==> config.mk <==
export PLATFORM = sky130hd
export DESIGN_NAME = sysref_align
export DESIGN_NICKNAME = d
export VERILOG_FILES = /design/src/rtl/sysref_pkg.sv /design/src/rtl/sysref_sampler.sv /design/src/rtl/sysref_ctrl.sv /design/src/rtl/sysref_datapath.sv /design/src/rtl/sysref_align.sv
export SDC_FILE = /design/constraint.sdc
export NUM_CORES = 1
export LEC_CHECK = 0
export BUFFER_PORTS_ARGS = -buffer_cell sky130_fd_sc_hd__buf_4
export CORE_UTILIZATION = 45
export CTS_CLUSTER_DIAMETER = 120
export DETAILED_ROUTE_END_ITERATION = 10
export PLACE_DENSITY = 0.73
export SLEW_MARGIN = 20
export SYNTH_ARGS = -nofsm -noshare
export SYNTH_HDL_FRONTEND = slang
export SYNTH_HIERARCHICAL = 1
export SYNTH_SLANG_ARGS = --single-unit
==> constraint.sdc <==
create_clock -name clk -period 3.1 [get_ports clk]
set_input_delay 0.155 -clock clk [delete_from_list [all_inputs] [get_ports clk]]
set_output_delay 0.155 -clock clk [all_outputs]
set_load 0.01 [all_outputs]
==> src/rtl/sysref_pkg.sv <==
package sysref_pkg;
  typedef struct packed {
    logic align;
    logic lostSet;
    logic mark;
  } ctrlStrobe_t;
endpackage

==> src/rtl/sysref_sampler.sv <==
module sysref_sampler #(
  parameter int SYNC_STAGES = 2
) (
  input  logic clk,
  input  logic rstN,
  input  logic refIn,
  output logic eventPulse
);
  localparam int LAST = SYNC_STAGES - 1;

  logic [SYNC_STAGES-1:0] syncQ;
  logic lastQ;

  genvar i;
  generate
    for (i = 0; i < SYNC_STAGES; i++) begin : g_sync
      if (i == 0) begin : g_first
        always_ff @(posedge clk or negedge rstN) begin
          if (!rstN) syncQ[0] <= 1'b0;
          else       syncQ[0] <= refIn;
        end
      end else begin : g_rest
        always_ff @(posedge clk or negedge rstN) begin
          if (!rstN) syncQ[i] <= 1'b0;
          else       syncQ[i] <= syncQ[i-1];
        end
      end
    end
  endgenerate

  always_ff @(posedge clk or negedge rstN) begin
    if (!rstN) lastQ <= 1'b0;
    else       lastQ <= syncQ[LAST];
  end

  // one strobe per pulse, on its first sampled high cycle
  assign eventPulse = syncQ[LAST] & ~lastQ;
endmodule

==> src/rtl/sysref_ctrl.sv <==
module sysref_ctrl
  import sysref_pkg::*;
(
  input  logic        clk,
  input  logic        rstN,
  input  logic        eventPulse,
  input  logic        modeRecur,
  input  logic        armIn,
  input  logic        markEn,
  input  logic        atWrap,
  output ctrlStrobe_t strobe,
  output logic        alignedQ
);
  logic armedQ;
  logic takeOneShot;
  logic takeRecur;

  assign takeOneShot = eventPulse & ~modeRecur & armedQ;
  assign takeRecur   = eventPulse & modeRecur & (~alignedQ | ~atWrap);

  always_comb begin
    strobe.align   = takeOneShot | takeRecur;
    strobe.lostSet = eventPulse & modeRecur & alignedQ & ~atWrap;
    strobe.mark    = eventPulse & markEn;
  end

  always_ff @(posedge clk or negedge rstN) begin
    if (!rstN) begin
      armedQ   <= 1'b0;
      alignedQ <= 1'b0;
    end else begin
      if (armIn)            armedQ <= 1'b1;
      else if (takeOneShot) armedQ <= 1'b0;
      if (strobe.align)     alignedQ <= 1'b1;
    end
  end
endmodule

==> src/rtl/sysref_datapath.sv <==
module sysref_datapath
  import sysref_pkg::*;
#(
  parameter int CNT_W = 8,
  parameter int RC_W  = 8
) (
  input  logic             clk,
  input  logic             rstN,
  input  ctrlStrobe_t      strobe,
  input  logic [CNT_W-1:0] periodK,
  output logic             atWrap,
  output logic [CNT_W-1:0] frameCnt,
  output logic             lostSync,
  output logic [RC_W-1:0]  realignCount,
  output logic             markerOut
);
  localparam logic [RC_W-1:0] RC_MAX = {RC_W{1'b1}};

  logic [CNT_W:0] nextWide;

  assign nextWide = {1'b0, frameCnt} + {{CNT_W{1'b0}}, 1'b1};
  assign atWrap   = nextWide >= {1'b0, periodK};

  always_ff @(posedge clk or negedge rstN) begin
    if (!rstN) begin
      frameCnt     <= '0;
      lostSync     <= 1'b0;
      realignCount <= '0;
      markerOut    <= 1'b0;
    end else begin
      if (strobe.align || atWrap) frameCnt <= '0;
      else                        frameCnt <= nextWide[CNT_W-1:0];
      if (strobe.align && realignCount != RC_MAX)
        realignCount <= realignCount + 1'b1;
      if (strobe.lostSet) lostSync <= 1'b1;
      markerOut <= strobe.mark;
    end
  end
endmodule

==> src/rtl/sysref_align.sv <==
module sysref_align
  import sysref_pkg::*;
#(
  parameter int CNT_W       = 8,
  parameter int RC_W        = 8,
  parameter int SYNC_STAGES = 2
) (
  input  logic             clk,
  input  logic             rstN,
  input  logic             refIn,
  input  logic             modeRecur,
  input  logic             armIn,
  input  logic             markEn,
  input  logic [CNT_W-1:0] periodK,
  output logic [CNT_W-1:0] frameCnt,
  output logic             alignedOut,
  output logic             lostSync,
  output logic [RC_W-1:0]  realignCount,
  output logic             markerOut
);
  logic        eventPulse;
  logic        atWrap;
  ctrlStrobe_t strobe;

  sysref_sampler #(.SYNC_STAGES(SYNC_STAGES)) u_sampler (
    .clk(clk), .rstN(rstN), .refIn(refIn), .eventPulse(eventPulse)
  );

  sysref_ctrl u_ctrl (
    .clk(clk), .rstN(rstN), .eventPulse(eventPulse), .modeRecur(modeRecur),
    .armIn(armIn), .markEn(markEn), .atWrap(atWrap), .strobe(strobe),
    .alignedQ(alignedOut)
  );

  sysref_datapath #(.CNT_W(CNT_W), .RC_W(RC_W)) u_dp (
    .clk(clk), .rstN(rstN), .strobe(strobe), .periodK(periodK),
    .atWrap(atWrap), .frameCnt(frameCnt), .lostSync(lostSync),
    .realignCount(realignCount), .markerOut(markerOut)
  );
endmodule

== Word-level counts from Yosys, hierarchy flattened ==
Index checks and enable logic that the tools add are counted.

* Flip-flop bits (word level): 23
* Bits of input ports: 14
* Output and inout port bits: 19
* Logic and storage cells: 33

* Add/subtract/negate cells: 2
* Magnitude comparators: 1
* Equality and inequality tests: 1
* Muxes and demuxes: 3
* Bitwise gates (word level): 14
* Reductions and logical operators: 3

{| class="wikitable"
|+ Operator list
! operator !! count
|-
| $add 8x1->9 const B || 1
|-
| $ge 9x8->1 || 1
|-
| $add 8x1->8 const B || 1
|-
| $and 1x1->1 || 8
|-
| $mux 8 || 1
|-
| $ne 8x8->1 const B || 1
|-
| $not 1->1 || 4
|-
| $mux 1 || 2
|-
| $or 1x1->1 || 2
|-
| $reduce_bool 2->1 || 1
|-
| $logic_and 1x1->1 || 1
|-
| $logic_or 1x1->1 || 1
|}

== Longest topological paths before layout ==
Gate-level depths: netlist (run 1).

* Word-level depth: 8
* Gate-level depth with buffers: 13
* Depth with buffers taken out: 13

== Cells and area by module ==
Netlist (run 1), hierarchy kept.

{| class="wikitable"
|+ By module, submodules not included
! module !! instances !! cells each !! area an instance (um^2) !! seq. area each (um^2)
|-
| sysref_datapath || 1 || 109 || 1072.3 || 450.4
|-
| sysref_ctrl || 1 || 9 || 97.6 || 50.0
|-
| sysref_sampler || 1 || 4 || 88.8 || 75.1
|}

== Least setup slack after synthesis (run 1) ==
Ideal clock, no wire load.

* Path type: flip-flop to flip-flop
* From: reg u_dp.frameCnt[0]
* To: reg u_dp.realignCount[7]
* Setup time: 0.088 ns
* Arrival time: 3.002 ns
* Data required time: 3.012 ns
* Path slack: 0.010 ns
* Cell stages (with the launch flop): 14
* Path buffers: 0
* Clock period less this slack: 3.090 ns
* Cell sequence: dfrtp_1 -> ha_1 -> nand2_1 -> or2_1 -> xnor2_1 -> ha_1 -> a211oi_2 -> o21ai_2 -> a211o_1 -> a31oi_1 -> nand4_1 -> nor2_1 -> a21oi_1 -> a41oi_1

{| class="wikitable"
|+ RTL lines
! what !! line !! RTL
|-
| start: declaration || sysref_datapath.sv:12 || <nowiki>output logic [CNT_W-1:0] frameCnt,</nowiki>
|-
| start signal: assignment || sysref_datapath.sv:32 || <nowiki>else frameCnt <= nextWide[CNT_W-1:0];</nowiki>
|-
| end signal: assignment || sysref_datapath.sv:34 || <nowiki>realignCount <= realignCount + 1'b1;</nowiki>
|-
| end: declaration || sysref_datapath.sv:14 || <nowiki>output logic [RC_W-1:0] realignCount,</nowiki>
|}

==> results of run 1 <==
## what timing repair did
action	in CTS	in global routing
hold buffers	2	0
setup buffers	0	2
setup endpoints to repair	1	11
resized for setup	2	9
endpoints found under the hold margin	24	0
pin swaps	0	6
## worst min-delay path by stage
stage	to	slack, ns	cells after the start
2_1_floorplan	u_ctrl/alignedQ	-0.14	0
3_3_place_gp	u_dp/frameCnt[1]	0.06	1
3_5_place_dp	u_dp/frameCnt[1]	0.06	1
4_1_cts	u_ctrl/armedQ	0.01	2
5_1_grt	u_ctrl/armedQ	0.007	2
6_report	u_ctrl/armedQ	0.02	2
## layer usage
layer  wire length [um]  GRT usage, %  share of wire (%)  vias up
met1               1150          22.5                 45      509
met2               1340          36.3                 52       20
li1                   -             -                  -      516
met5                  0             0                  0        -
met3                 85          5.56                3.3        0
met4                  0          4.70                  0        0
## report_power, final
part	internal [mW]	leakage [nW]	total [mW]	switching, mW
clock network	0.0482	0.0177	0.136	0.0876
logic	0.248	0.539	0.473	0.226
registers	0.364	0.281	0.440	0.0759
total	0.660	0.838	1.05	0.389
## flip-flops by register name, indices dropped and copies added, names as in the netlist
name	flops
u_dp/frameCnt	8
u_dp/realignCount	8
u_sampler/syncQ	2
u_ctrl/alignedQ	1
u_ctrl/armedQ	1
u_dp/lostSync	1
u_dp/markerOut	1
u_sampler/lastQ	1
## kinds of logic (layout without fill, tap and decap cells)
logic type                 Yosys count  count (layout)  synth area share [%]
AOI/OAI and AO/OA                   29              29                  17.3
xor gates and xnor gates             8               8                  5.57
adders and majority gates           10              10                  9.94
buffers and inverters               13              57                  3.88
DFF                                 23              23                  45.7
muxes                                2               2                  1.69
and+or+nand+nor                     37              37                  15.9
## cells in the mapped netlist
| library cell | n |
|---|---|
| a41oi_1 | 1 |
| and4b_1 | 1 |
| a21oi_1 | 8 |
| nor2b_4 | 1 |
| a211oi_2 | 1 |
| o21ai_0 | 2 |
| a211oi_1 | 5 |
| o211a_1 | 1 |
| nand3_1 | 6 |
| nand2_1 | 9 |
| nor3_1 | 2 |
| ha_1 | 10 |
| o21ai_2 | 2 |
| o21ai_1 | 2 |
| a2111oi_4 | 1 |
| xor2_1 | 2 |
| and3_1 | 3 |
| inv_1 | 13 |
| xnor2_1 | 6 |
| nand2b_4 | 1 |
| nor2b_1 | 1 |
| and2_1 | 1 |
| nand4_1 | 1 |
| or2_2 | 1 |
| a31oi_1 | 2 |
| mux2_1 | 1 |
| nor2_1 | 7 |
| nand2b_1 | 2 |
| mux2i_1 | 1 |
| dfrtp_1 | 23 |
| a211o_1 | 1 |
| or2_1 | 1 |
| a21o_1 | 1 |
| o21a_1 | 2 |
## stage by stage
stage / cells / power [mW]
6_report: 196 / 1.05
3_5_place_dp: 188 / 0.895
4_1_cts: 194 / 1.04
3_3_place_gp: 188 / 0.882
2_1_floorplan: 122 / 0.705
5_1_grt: 196 / 1.14
## cell type report
cell class | instances | area (sq um)
fill | 205 | 886
clock inverter | 1 | 5.00
sequential | 23 | 578
clock buffer | 3 | 22.5
inverter | 13 | 48.8
multi-input combinational | 86 | 684
timing repair buffer | 40 | 305
tap | 30 | 37.5
==> summary.md, run 1 <==
| Metric | Value |
|---|---|
| Status | `finished clean` |
| Final worst-path cycle share | `between 90% and 100%` |
| Antenna cell count | `0` |
| Sequential fraction of the synthesis area | `a little under half` |
| Initial drt markers | `11` |
| I/O pin cnt | `33` |
| Area of the mapped netlist | `around 1300 sq um` |
| Final Hold Vio Count | `0` |
| HPWL Detailed | `between 1.5 and 2 mm` |
| Vias per std cell | `between 5 and 6` |
| Global route total overflow | `0` |
| Final WL | `2.57 mm` |
| Row Count | `18` |
| Setup Skew | `0.00514 ns` |
| Placed cell areas | `1570 sq um` |
| Tmin final | `around 3 ns` |
| Syn Nets | `about 150` |
| WHS | `about 0.023 ns` |
| Yosys reg bits | `23` |
| Syn Inst Count | `between 100 and 150` |
| Top-area cell type share of the netlist area | `a little under half` |
| Area leader, netlist | `dfrtp_1` |
| Dominant cells by area after synthesis | `dfrtp_1 (46%), ha_1 (9.9%), xnor2_1 (4.2%)` |
| Slew HR | `70.0%` |
| Min-Delay Startpoint | `armIn` |
| Die area | `3010 sq um` |
| Highest clock rate | `0.339 GHz` |
| Clk buf depth | `2` |
| Required time of the critical path | `approximately 3.3 ns` |
| Die height | `roughly 55 um` |
| Worst Path Max Fanout | `4` |
| CP bufs+invs | `0` |
| Core ar. | `between 2000 and 3000 sq um` |
| Initial Utilization | `between 40% and 50%` |
| Crit. End Element | `register` |
| Worst Hold Class | `in -> reg` |
| Crit Reg-Reg Endpoint | `u_dp/realignCount[7]` |
| Crit Path Class | `reg -> reg` |
| Crit path capture | `u_dp/realignCount[7]` |
| Clock sinks | `23` |
| DRC | `0` |
| Worst path depth | `13` |
| Via count | `1045` |
| Gpl congestion | `approximately 0.86` |
| Worst-Skew Late Latency | `between 0.3 and 0.4 ns` |
| Commonest non-fill, non-tap cell in the layout | `buf_4` |
| Pin count of the biggest net entering global routing | `24` |
| Htree depth | `1` |
| First-pass GRT wire length | `4.20 mm` |
| Crit path max-delay family | `compound AO/OA/AOI/OAI gates` |
| Final setup margin | `between 0.1 and 0.15 ns` |
| Post-layout util | `about two thirds` |
| Setup crit start | `u_dp/frameCnt[1]` |
| Post-DRT Antenna Nets | `0` |
| Register clock-pin slew on the reported worst setup and hold paths | `approximately 0.12 ns` |
| Power Dens Cells | `between 600 and 700 nW/um^2` |
| Cell count of the worst reg-to-reg path | `13` |
| Buffers on Ports | `32` |
| Slowest stage delay, CP | `roughly 0.43 ns` |
| Crit-path slowest cell | `dfrtp_2` |
| Average wire per standard cell | `13.1 um` |
| Maximum vdd drop | `503 uV` |
| GRT Resource Usage Total | `19.9%` |
| Number of max-cap violations | `0` |
| Syn avg cell area | `10.3 sq um` |
| Endpoints failing setup | `0` |
| TNS Setup | `0 ns` |
| Startpoint class of the critical path | `register` |
| Highest-count cells in the layout ignoring fill and taps | `buf_4 (38), dfrtp_1 (21), inv_1 (13), nand2_1 (9), ha_1 (9)` |
| First-pass iteration count of the detailed router | `4` |
| CTS Buf Count | `3` |
| RR Startpoint | `u_dp/frameCnt[1]` |
| Cells along the critical path | `ha_4 > nand2_1 > or2_4 > xnor2_2 > ha_1 > a211oi_2 > o21ai_2 > a211o_1 > a31oi_4 > nand4_1 > nor2_2 > a21oi_1 > a41oi_2` |
| Count of unique library cells instantiated by Yosys | `34` |
| Synth warnings | `6` |
| Post-place setup slack | `-0.00440 ns` |
| Flop-to-flop setup slack | `around 0.15 ns` |
| TritonCTS clock tree | `built` |
| Slew @ Worst Pin | `roughly 0.44 ns` |
| Ratio of cells with drive above 1 in the final layout | `between 30% and 40%` |
| Chip width | `approximately 55 um` |
| Arr. time, crit path | `between 3 and 4 ns` |
| Root buffer cell | `clkbuf_4` |
| Pins over their slew limit | `0` |
| Vias in the first global route | `between 1000 and 1500` |
| Initial antenna violation count | `0` |
| Cell leakage power | `0.838 nW` |
| Design area | `1680 sq um` |
| Net count, final | `191` |
| Area Overhead vs Synth | `33.6%` |
No activity file was read; power rests on OpenSTA's default activity.
==> run 2, diff against run 1 <==
--- a/config.mk
+++ b/config.mk
@@ -6,4 +6,5 @@
 export NUM_CORES = 1
 export LEC_CHECK = 0
+export ABC_AREA = 1
 export BUFFER_PORTS_ARGS = -buffer_cell sky130_fd_sc_hd__buf_4
 export CORE_UTILIZATION = 45
==> constraint.sdc (replaced) <==
create_clock -name clk -period 3.1 [get_ports clk]
set_input_delay 0.465 -clock clk [delete_from_list [all_inputs] [get_ports clk]]
set_output_delay 0.465 -clock clk [all_outputs]
set_load 0.01 [all_outputs]
==> summary.md, run 2 <==
| Metric | Value |
|---|---|
| Most used cell, CP | `nand2_1` |
| Slew HR | `81.4% (was 70.0%)` |
| Number of max-cap violations | `0 (unchanged)` |
| Average wire per standard cell | `10.3 um (was 13.1 um)` |
| Post-synth ARST share | `100% (unchanged)` |
| Post-place setup slack | `0.479 ns (was -0.00440 ns)` |
| Final WL | `2.26 mm (was 2.57 mm)` |
| P_sw | `345 uW (was 389 uW)` |
| Chip width | `55.1 um (was 54.9 um)` |
| Syn Inst Count | `154 (was 122)` |
| Worst Path Max Fanout | `8 (was 4)` |
| Int Pwr | `582 uW (was 660 uW)` |
| Largest regs | `u_dp/frameCnt: 8 flops, u_dp/realignCount: 8 flops, u_sampler/syncQ: 2 flops (unchanged)` |
| Dpl cells | `215 (was 188)` |
| Resized Gates After CTS | `0 (was 2)` |
| Ys flop type | `dfrtp_1 (unchanged)` |
| Buffers on Ports | `32 (unchanged)` |
| Commonest non-fill, non-tap cell in the layout | `inv_1 (was buf_4)` |
| Yosys reg bits | `23 (unchanged)` |
| First-pass GRT wire length | `3.44 mm (was 4.20 mm)` |
| HPWL Detailed | `1.78 mm (was 1.98 mm)` |
| Endpoints failing setup | `0 (unchanged)` |
| Initial drt markers | `14 (was 11)` |
| Row Count | `18 (unchanged)` |
| Top cells by count, synth | `inv_1 (36), nand2_1 (33), dfrtp_1 (23), nor2_1 (13), ha_1 (10) (was dfrtp_1 (23), inv_1 (13), ha_1 (10), nand2_1 (9), a21oi_1 (8))` |
| Crit-path slowest cell | `dfrtp_1 (was dfrtp_2)` |
| Clock power share | `14.5% (was 12.9%)` |
| Die area | `3030 sq um (was 3010 sq um)` |
| Area of the mapped netlist | `1270 sq um (was 1260 sq um)` |
| DRC | `0 (unchanged)` |
| GRT Resource Usage Total | `16.2% (was 19.9%)` |
| Synth warnings | `6 (unchanged)` |
| Count of unique library cells instantiated by Yosys | `21 (was 34)` |
| Pin count of the biggest net entering global routing | `24 (unchanged)` |
| Cell leakage power | `0.911 nW (was 0.838 nW)` |
| Pwr Total | `927 uW (was 1.05 mW)` |
| Design area | `1570 sq um (was 1680 sq um)` |
| Area Overhead vs Synth | `23.6% (was 33.6%)` |
| Highest clock rate | `0.379 GHz (was 0.339 GHz)` |
| Fin cells | `219 (was 196)` |
| Core ar. | `2570 sq um (unchanged)` |
| Required time of the critical path | `3.32 ns (was 3.34 ns)` |
| I/O pin cnt | `33 (unchanged)` |
| Setup Skew | `0.0117 ns (was 0.00514 ns)` |
| Clock sinks | `23 (unchanged)` |
| Post-CTS Setup Bufs | `0 (unchanged)` |
| TritonCTS clock tree | `built (unchanged)` |
| Number of synthesized flops with an enable pin | `0 (unchanged)` |
| Worst-Skew Late Latency | `0.31 ns (about the same)` |
| Global route total overflow | `0 (unchanged)` |
| Cells along the critical path | `ha_1 > nand3_1 > nor2_1 > xor2_1 > ha_1 > nand2_1 > inv_1 > nand2_1 > nand2_1 > nand2_1 > nand2_1 > nand2_1 > nand2_2 > nand2_2 > o21ai_4 > nor2_2 > nand3_1 > nand2_1 > nand2_1 (was ha_4 > nand2_1 > or2_4 > xnor2_2 > ha_1 > a211oi_2 > o21ai_2 > a211o_1 > a31oi_4 > nand4_1 > nor2_2 > a21oi_1 > a41oi_2)` |
| Die height | `55.1 um (was 54.9 um)` |
| Crit Path Class | `reg -> reg (unchanged)` |
| Antenna cell count | `0 (unchanged)` |
| First-pass iteration count of the detailed router | `4 (unchanged)` |
| TNS Setup | `0 ns (unchanged)` |
| Initial antenna violation count | `0 (unchanged)` |
| Final worst-path cycle share | `85.1% (was 95.2%)` |
| Slew @ Worst Pin | `0.279 ns (was 0.445 ns)` |
| Switching Fraction | `37.2% (was 37.1%)` |
| CTS Buf Count | `3 (unchanged)` |
| Sequential fraction of the synthesis area | `45.4% (was 45.7%)` |
| Syn Nets | `178 (was 146)` |
| Arr. time, crit path | `2.85 ns (was 3.19 ns)` |
| Root buffer cell | `clkbuf_4 (unchanged)` |
| Final setup margin | `0.463 ns (was 0.150 ns)` |
| Status | `finished clean (unchanged)` |
| Final Hold Vio Count | `0 (unchanged)` |
| Slowest stage delay, CP | `0.42 ns (was 0.43 ns)` |
| Via count | `1021 (was 1045)` |
| Vias in the first global route | `879 (was 1018)` |
| Power Dens Cells | `592 nW/um^2 (was 624 nW/um^2)` |
| Area leader, netlist | `dfrtp_1 (unchanged)` |
| Hold buffer count at cts | `0 (was 2)` |
| Crit. End Element | `register (unchanged)` |
| Ratio of cells with drive above 1 in the final layout | `23.8% (was 34.9%)` |
| Net count, final | `214 (was 191)` |
| Reg power frac | `47.3% (was 41.9%)` |
| Syn avg cell area | `8.23 sq um (was 10.3 sq um)` |
| Post-DRT Antenna Nets | `0 (unchanged)` |
| Htree depth | `1 (unchanged)` |
| Gpl congestion | `0.733 (was 0.864)` |
| RSZ-0062 raised after global routing | `false` |
| Vias per std cell | `4.66 (was 5.33)` |
| Count leader, synth | `inv_1 (was dfrtp_1)` |
| Clk buf depth | `2 (unchanged)` |
| Tmin final | `2.64 ns (was 2.95 ns)` |
| Register clock-pin slew on the reported worst setup and hold paths | `0.12 ns (about the same)` |
| Initial Utilization | `49.4% (was 49.0%)` |
| Share of total power in combinational logic | `38.2% (was 45.1%)` |
| Highest-count cells in the layout ignoring fill and taps | `inv_1 (36), nand2_1 (33), buf_4 (32), dfrtp_1 (23), nor2_1 (13) (was buf_4 (38), dfrtp_1 (21), inv_1 (13), nand2_1 (9), ha_1 (9))` |
| Dominant cells by area after synthesis | `dfrtp_1 (45%), inv_1 (11%), ha_1 (9.9%) (was dfrtp_1 (46%), ha_1 (9.9%), xnor2_1 (4.2%))` |
| Worst Hold Class | `in -> async (was in -> reg)` |
| Maximum vdd drop | `473 uV (was 503 uV)` |
| Placed cell areas | `1540 sq um (was 1570 sq um)` |
| Pins over their slew limit | `0 (unchanged)` |
| Top-area cell type share of the netlist area | `45.4% (was 45.7%)` |
| Startpoint class of the critical path | `register (unchanged)` |
==> run 2: cell types whose count changed after synthesis, moves of 4 or more <==
cell / previous run / this run
xor2_1: 2 / 7
a211oi_1: 5 / 0
nor2_1: 7 / 13
inv_1: 13 / 36
nand2_1: 9 / 33
xnor2_1: 6 / 2
nor2_2: 0 / 4
a21oi_1: 8 / 2
==> run 2: worst paths after layout <==
check	from	to	slack, ns	cells past startpoint
max in group asynchronous	rstN	u_dp/frameCnt[2]	2.85	1
max reg2reg	u_dp/frameCnt[0]	u_dp/realignCount[6]	0.46	19
min in group clk	refIn	u_sampler/syncQ[0]	0.25	1
min reg2reg	u_sampler/syncQ[0]	u_sampler/syncQ[1]	0.37	0
min	rstN	u_sampler/syncQ[1]	0.01	1
max	u_dp/frameCnt[0]	u_dp/realignCount[6]	0.46	19
==> run 2: cell type report <==
class                   instances  area [sq um]
repair buffers                 32           240
well taps                      30          37.5
inverters                      37           139
clock buffers                   4          26.3
multi-input cells              93           548
fillers                       227          1000
flip-flops and latches         23           576
==> run 2: power groups by stage <==
stage | Clock [mW] | Combinational (mW) | Sequential (mW)
2_1_floorplan | 0 | 0.199 | 0.448
3_3_place_gp | 0 | 0.350 | 0.437
3_5_place_dp | 0 | 0.357 | 0.442
4_1_cts | 0.143 | 0.358 | 0.437
5_1_grt | 0.154 | 0.401 | 0.450
6_report | 0.134 | 0.354 | 0.439
==> run 2: kinds of logic (layout without fill, tap and decap cells) <==
kind of cell | Yosys count | after routing | synth area share [%]
DFF | 23 | 23 | 45.4
buffers and inverters | 38 | 73 | 11.4
AOI/OAI and AO/OA | 6 | 6 | 3.36
and+or+nand+nor | 68 | 68 | 23.8
xor gates and xnor gates | 9 | 9 | 6.22
adders and majority gates | 10 | 10 | 9.87
==> run 2: through the flow <==
stage	utilization (%)	hold slack [ns]
floorplan	-	0.169
CTS	61.0	0.0102
detailed placement	60.0	0.342
global route	61.0	0.0131
global placement	60.0	0.336
finish	61.0	0.0126
==> run 2: routing by layer <==
metal	global-route usage, %	wire length [um]	share of wire, %	vias to the layer above
met4	7.50	10	0.44	0
met2	27.5	1100	48	25
met5	0	0	0	-
met3	3.55	129	5.7	2
met1	19.4	1020	45	459
li1	-	-	-	535
==> run 2: worst max-delay path, delay by kind of cell (launching register included) <==
| kind | cells | cell delay, ns |
|---|---|---|
| adder cells (fa/ha/maj) | 2 | 0.49 |
| buffers and inverters | 1 | 0.04 |
| AO/OA/AOI/OAI | 1 | 0.10 |
| AND/OR/NAND/NOR | 14 | 1.25 |
| XOR/XNOR | 1 | 0.26 |
| flip-flops | 1 | 0.42 |
